==> src/rtl/i2c_eep_pkg.sv <==
`timescale 1ns/1ps
package i2c_eep_pkg;
  localparam int unsigned BYTE_W = 8;
  localparam int unsigned TICK_W = 5;
  localparam logic [TICK_W-1:0] TICK_CMD_DONE = TICK_W'(9);
  localparam logic [TICK_W-1:0] TICK_ADR_DONE = TICK_W'(17);

  typedef struct packed {
    logic start;
    logic stop;
    logic rise;
    logic steady;
  } bus_ev_t;

  // presence-data style default image; unlisted bytes are zero
  function automatic logic [BYTE_W-1:0] spd_byte(int unsigned idx);
    case (idx)
      0:   return 8'h80;
      1:   return 8'h08;
      2:   return 8'h04;
      3:   return 8'h0D;
      4:   return 8'h0A;
      5:   return 8'h01;
      6:   return 8'h40;
      8:   return 8'h01;
      9:   return 8'h75;
      10:  return 8'h54;
      12:  return 8'h82;
      13:  return 8'h08;
      62:  return 8'h12;
      63:  return 8'hD0;
      126: return 8'h64;
      127: return 8'hF4;
      default: return 8'h00;
    endcase
  endfunction
endpackage

==> src/rtl/i2c_eep_cond.sv <==
`timescale 1ns/1ps
module i2c_eep_cond
  import i2c_eep_pkg::*;
(
  input  logic    scl_q_i,
  input  logic    sda_q_i,
  input  logic    scl_i,
  input  logic    sda_i,
  output bus_ev_t ev_o
);
  logic scl_hold;
  assign scl_hold     = scl_q_i & scl_i;
  assign ev_o.start   = scl_hold & sda_q_i & ~sda_i;
  assign ev_o.stop    = scl_hold & ~sda_q_i & sda_i;
  assign ev_o.rise    = ~scl_q_i & scl_i;
  assign ev_o.steady  = (sda_q_i == sda_i);
endmodule

==> src/rtl/i2c_eep_rom.sv <==
`timescale 1ns/1ps
module i2c_eep_rom
  import i2c_eep_pkg::*;
#(
  parameter int unsigned DEPTH = 256,
  localparam int unsigned IDX_W = (DEPTH > 1) ? $clog2(DEPTH) : 1
) (
  input  logic [IDX_W-1:0]  idx_i,
  output logic [BYTE_W-1:0] data_o
);
  logic [BYTE_W-1:0] image [DEPTH];

  for (genvar g = 0; g < DEPTH; g++) begin : g_img
    assign image[g] = spd_byte(g);
  end

  assign data_o = image[idx_i];
endmodule

==> src/rtl/i2c_eep_slave.sv <==
`timescale 1ns/1ps
module i2c_eep_slave
  import i2c_eep_pkg::*;
#(
  parameter int unsigned MEM_DEPTH = 256
) (
  input  logic clk_i,
  input  logic rst_ni,
  input  logic wr_i,
  input  logic scl_i,
  input  logic sda_i,
  output logic sda_o,
  output logic sda_pull_o
);
  localparam int unsigned IDX_W = (MEM_DEPTH > 1) ? $clog2(MEM_DEPTH) : 1;

  logic              scl_q, sda_q, pull_q;
  logic [TICK_W-1:0] tick_q, tick_d;
  logic              ack_q, ack_d;
  logic [BYTE_W-1:0] cmd_q, cmd_d, addr_q, addr_d, data_q, data_d;
  logic [BYTE_W-1:0] addr_nx, rom_byte;
  logic              drive, slv_bit, active;
  bus_ev_t           ev;

  i2c_eep_cond u_cond (
    .scl_q_i(scl_q),
    .sda_q_i(sda_q),
    .scl_i  (scl_i),
    .sda_i  (sda_i),
    .ev_o   (ev)
  );

  assign addr_nx = {addr_q[BYTE_W-2:0], sda_i};

  i2c_eep_rom #(.DEPTH(MEM_DEPTH)) u_rom (
    .idx_i (addr_nx[IDX_W-1:0]),
    .data_o(rom_byte)
  );

  assign active = (tick_q != '0) | ack_q;

  always_comb begin
    tick_d  = tick_q;
    ack_d   = ack_q;
    cmd_d   = cmd_q;
    addr_d  = addr_q;
    data_d  = data_q;
    drive   = 1'b0;
    slv_bit = 1'b1;
    if (ev.start) begin
      tick_d = TICK_W'(1);
      cmd_d  = '0;
    end else if (!ev.stop && active && ev.rise) begin
      if (ack_q) begin
        drive   = 1'b1;
        slv_bit = 1'b0;
        ack_d   = 1'b0;
      end else if (ev.steady) begin
        if (tick_q < TICK_CMD_DONE) begin
          cmd_d  = {cmd_q[BYTE_W-2:0], sda_i};
          tick_d = tick_q + TICK_W'(1);
          if (tick_q == TICK_CMD_DONE - TICK_W'(1)) ack_d = 1'b1;
        end else begin
          if (cmd_q[0]) begin
            drive   = 1'b1;
            slv_bit = data_q[BYTE_W-1];
          end
          addr_d = addr_nx;
          data_d = {data_q[BYTE_W-2:0], 1'b0};
          tick_d = tick_q + TICK_W'(1);
          if (tick_q == TICK_ADR_DONE - TICK_W'(1)) begin
            data_d = rom_byte;
            ack_d  = 1'b1;
            tick_d = '0;
          end
        end
      end
    end
  end

  always_ff @(posedge clk_i or negedge rst_ni) begin
    if (!rst_ni) begin
      scl_q  <= 1'b1;
      sda_q  <= 1'b1;
      pull_q <= 1'b0;
      tick_q <= '0;
      ack_q  <= 1'b0;
      cmd_q  <= '0;
      addr_q <= '0;
      data_q <= '0;
    end else if (wr_i) begin
      scl_q  <= scl_i;
      sda_q  <= sda_i & slv_bit;  // wired-AND with slave drive
      pull_q <= drive & ~slv_bit;
      tick_q <= tick_d;
      ack_q  <= ack_d;
      cmd_q  <= cmd_d;
      addr_q <= addr_d;
      data_q <= data_d;
    end
  end

  assign sda_o      = sda_q;
  assign sda_pull_o = pull_q;
endmodule

==> config.mk <==
export PLATFORM = sky130hd
export DESIGN_NAME = i2c_eep_slave
export DESIGN_NICKNAME = d
export VERILOG_FILES = /design/src/rtl/i2c_eep_pkg.sv /design/src/rtl/i2c_eep_cond.sv /design/src/rtl/i2c_eep_rom.sv /design/src/rtl/i2c_eep_slave.sv
export SDC_FILE = /design/constraint.sdc
export NUM_CORES = 1
export LEC_CHECK = 0
export BUFFER_PORTS_ARGS = -buffer_cell sky130_fd_sc_hd__buf_2
export CORE_ASPECT_RATIO = 1.2
export CORE_MARGIN = 1
export CORE_UTILIZATION = 55
export CTS_CLUSTER_SIZE = 12
export DETAILED_ROUTE_END_ITERATION = 12
export GPL_TIMING_DRIVEN = 0
export HOLD_SLACK_MARGIN = 0.12
export MAX_ROUTING_LAYER = met4
export PLACE_DENSITY_LB_ADDON = 0.05
export SYNTH_ARGS = -nofsm -noshare
export SYNTH_HDL_FRONTEND = slang
export SYNTH_SLANG_ARGS = --single-unit
==> constraint.sdc <==
create_clock -name clk_i -period 2.6 [get_ports clk_i]
set_clock_uncertainty 0.15 [all_clocks]
set_input_delay 0.26 -clock clk_i [delete_from_list [all_inputs] [get_ports clk_i]]
set_output_delay 0.26 -clock clk_i [all_outputs]
set_load 0.01 [all_outputs]
==> results by group <==
Timing
  • Fmax: 0.427 GHz
  • Setup-failing EPs final: 0
  • RSZ-0062 raised after global routing: no
  • Worst Tran Pin Value: approximately 570 ps
  • Final hold vios: 0
  • Sum Neg Setup Slack: 0 ps
  • Slew margin rel.: approximately 62%
  • Pins Over Slew Limit: 0
  • Min cycle time layout: ~2300 ps
  • Fin crit share: 90.1%
  • Final worst slack: 258 ps

Drt
  • Drt initial violations: 41
  • Vias: between 1,000 and 1,500
  • Vias/cell: 6.08
  • Wire per inst: 15.8 µm
  • Antenna viol nets, final: 0
  • WL final: 3200 µm
  • Pre-antenna DRT Iters: 4
  • # DRC: 0

Layout
  • Diode count: 0
  • Area Overhead vs Synth: 9.42%
  • Layout cells sized above 1: 12.9%
  • Non-Filler Instances: 203
  • Final-stage net count: approximately 180
  • Fillcell total: 222

Floorplanning
  • Core Region: 2550 µm²
  • Initial core utilization: 58.3%
  • Cell Rows: 20
  • Die area: 2920 µm²
  • Die H: slightly below 60 µm
  • Ports: 7
  • Die X: about 49 µm

Logic synthesis
  • Cell variety after synth: 41
  • Top cells by area, synth: dfrtp_1 (39%), ha_1 (5.0%), o21ai_0 (4.7%)
  • Mapped Area: 1490 µm²
  • Synthesized area per cell: 9.48 µm²
  • Top cell type's share of synthesized area: 38.7%
  • Syn Nets: 168
  • Post-synth top flop: dfrtp_1
  • Synthesis-stage register bit count: 25
  • Fraction of registers with async set/reset: 100%
  • Top cell type by total area after synthesis: dfrtp_1
  • Sequential fraction of the synthesis area: 42.2%
  • EDFF count, synth: 0
  • Synth warn: 0
  • Mapped Cells: 157

Placement
  • I/O Buffers: 5
  • Dpl hpwl: 2220 µm
  • Pre-CTS setup slack: 359 ps
  • GP Congestion: 0.897
  • Placed cells: 195

Setup path
  • Setup CP Type: register to register
  • Max FO, Critical Path: 6
  • Worst endpoint required time: 2720 ps
  • CP Launch Type: register
  • Endpoint type of the worst setup path: register
  • Arrival time worst endpoint: 2460 ps

Clock tree
  • TritonCTS clock tree: done
  • Worst-path clk slew: approximately 130 ps
  • Max Buffers Root-to-Sink: 2
  • Clk root buf: clkbuf_4
  • Clock sinks: 25
  • H-Tree Depth: 1
  • CTS buffer count: 3
  • Clk_lat worst skew: 310 ps

Hold path
  • Worst min-delay path category: input pin to register

GRT
  • Total track usage: 25.8%
  • Grt ovf: 0
  • Initial antenna violation count: 0
  • First-pass GRT wire length: 5440 µm
  • Largest net degree at the start of global routing: 26
  • Vias in the first global route: 1,224

Power
  • IR drop worst, VDD: approximately 0.56 mV
  • Power Density: 917 nW/µm²
  • Leak pwr: 0.000712 µW

Run
  • Max cap viols: 0

Outcome
  • Outcome: finished, final reports clean
## Yosys cell counts, types with 2 or more instances
cell and count:
dfrtp_1 23, nand2_1 16, o21ai_0 14, inv_1 10, a21oi_1 7, ha_1 6
mux2i_1 6, o22ai_1 6, clkbuf_1 5, mux2_2 5, nor2_1 5, nand3_1 4
a22oi_1 3, a2bb2oi_1 3, buf_2 3, nand4_1 3, o31ai_1 3, a31oi_1 2
a32oi_1 2, a41oi_1 2, dfstp_2 2, nand2b_1 2, nand4bb_1 2, nor2b_1 2
nor3_1 2, nor4b_1 2, o211ai_1 2, or4_1 2
## path summary, 6_finish.rpt
kind	from	to	slack [ps]	cells past startpoint
setup / recovery	tick_q[0]$_DFFE_PN0P_	sda_o$_DFFE_PN1P_	260	7
hold / removal	sda_i	cmd_q[0]$_DFFE_PN0P_	220	3
setup reg to reg	tick_q[0]$_DFFE_PN0P_	sda_o$_DFFE_PN1P_	260	7
hold reg to reg	data_q[1]$_DFFE_PN0P_	data_q[1]$_DFFE_PN0P_	350	2
max in group asynchronous	rst_ni	sda_o$_DFFE_PN1P_	1620	2
min in group asynchronous	rst_ni	ack_q$_DFFE_PN0P_	300	2
## metrics by stage
| stage | instance area (µm²) | total power (µW) | util [%] | hold WS, ps |
|---|---|---|---|---|
| 6_report | 1630 | 1490 | 63.8 | 216 |
| 5_1_grt | 1630 | 1620 | 63.8 | 221 |
| 4_1_cts | 1620 | 1480 | 63.5 | 204 |
| 3_5_place_dp | 1550 | 1300 | 60.9 | 137 |
| 3_3_place_gp | 1550 | 1280 | 60.9 | 129 |
| 2_1_floorplan | 1490 | 1140 | - | -186 |
## final cells by class
| cell class | count | area (µm²) | area share [%] |
|---|---|---|---|
| plain buffers | 9 | 45.0 | 2.77 |
| well taps | 33 | 41.3 | 2.54 |
| inverters | 10 | 37.5 | 2.31 |
| flip-flops and latches | 25 | 628 | 38.6 |
| repair buffers | 9 | 65.1 | 4.00 |
| multi-input cells | 113 | 783 | 48.1 |
| clock buffers | 3 | 22.5 | 1.38 |
| clock inverters | 1 | 5.00 | 0.307 |
## flip-flops by register name, summed over array words and instances (netlist names)
name and cells:
cmd_q 1, tick_q 5, addr_q 7, ack_q 1, scl_q 1, data_q 8
sda_pull_o 1, sda_o 1
## what timing repair did
item,CTS,global route
resized for setup,0,1
hold buffers,4,0
endpoints found under the setup margin,0,1
endpoints found under the hold margin,28,0
setup buffers,0,0
## critical path, cell delays in order, from the launching register on
cell           delay, ps
dfrtp_1              450
inv_1                 90
ha_1                 220
nor4b_2              310
nor4b_1              100
a21o_1               200
a41oi_1              200
dlygate4sd3_1        570
## metal layers
layer / share of wire (%) / GRT usage [%] / wire, µm
met2: 53 / 48.1 / 1700
met4: 2.4 / 11.4 / 76
met5: 0 / - / 0
met3: 1.9 / 3.08 / 62
met1: 42 / 27.5 / 1360
## layout by cell type (no fill, tap or decap), types with 2 or more instances in the layout
cell type | synthesis | layout
or4_1 | 2 | 2
clkbuf_1 | 5 | 5
nand3_1 | 4 | 4
nand4bb_1 | 2 | 2
dfrtp_1 | 23 | 23
nor3_1 | 2 | 2
nand4_1 | 3 | 3
inv_1 | 10 | 10
nand2_1 | 16 | 16
nor2b_1 | 2 | 2
o21ai_0 | 14 | 14
mux2_2 | 5 | 5
mux2i_1 | 6 | 6
o22ai_1 | 6 | 6
a32oi_1 | 2 | 2
a2bb2oi_1 | 3 | 3
dfstp_2 | 2 | 2
ha_1 | 6 | 6
a31oi_1 | 2 | 2
buf_2 | 3 | 8
nor2_1 | 5 | 5
a41oi_1 | 2 | 2
o211ai_1 | 2 | 2
a22oi_1 | 3 | 3
nand2b_1 | 2 | 2
clkbuf_4 | 0 | 3
a21oi_1 | 7 | 7
o31ai_1 | 3 | 3
dlygate4sd3_1 | 0 | 4
## logic make-up after synthesis
group / Yosys count / synth area share (%)
buf+inv: 19 / 5.55
mux: 11 / 7.82
fa+ha+maj: 6 / 5.05
xor+xnor: 2 / 1.18
flops: 25 / 42.2
simple gates: 47 / 17.7
compound gates: 47 / 20.5
## power by group
group          switching [µW]  internal [µW]  total, µW  leakage [µW]
Clock                     113           57.6        171     0.0000177
Sequential                155            531        686      0.000315
Combinational             350            285        635      0.000379
Total                     619            873       1490      0.000712
Power figures use the tool's default switching activity.
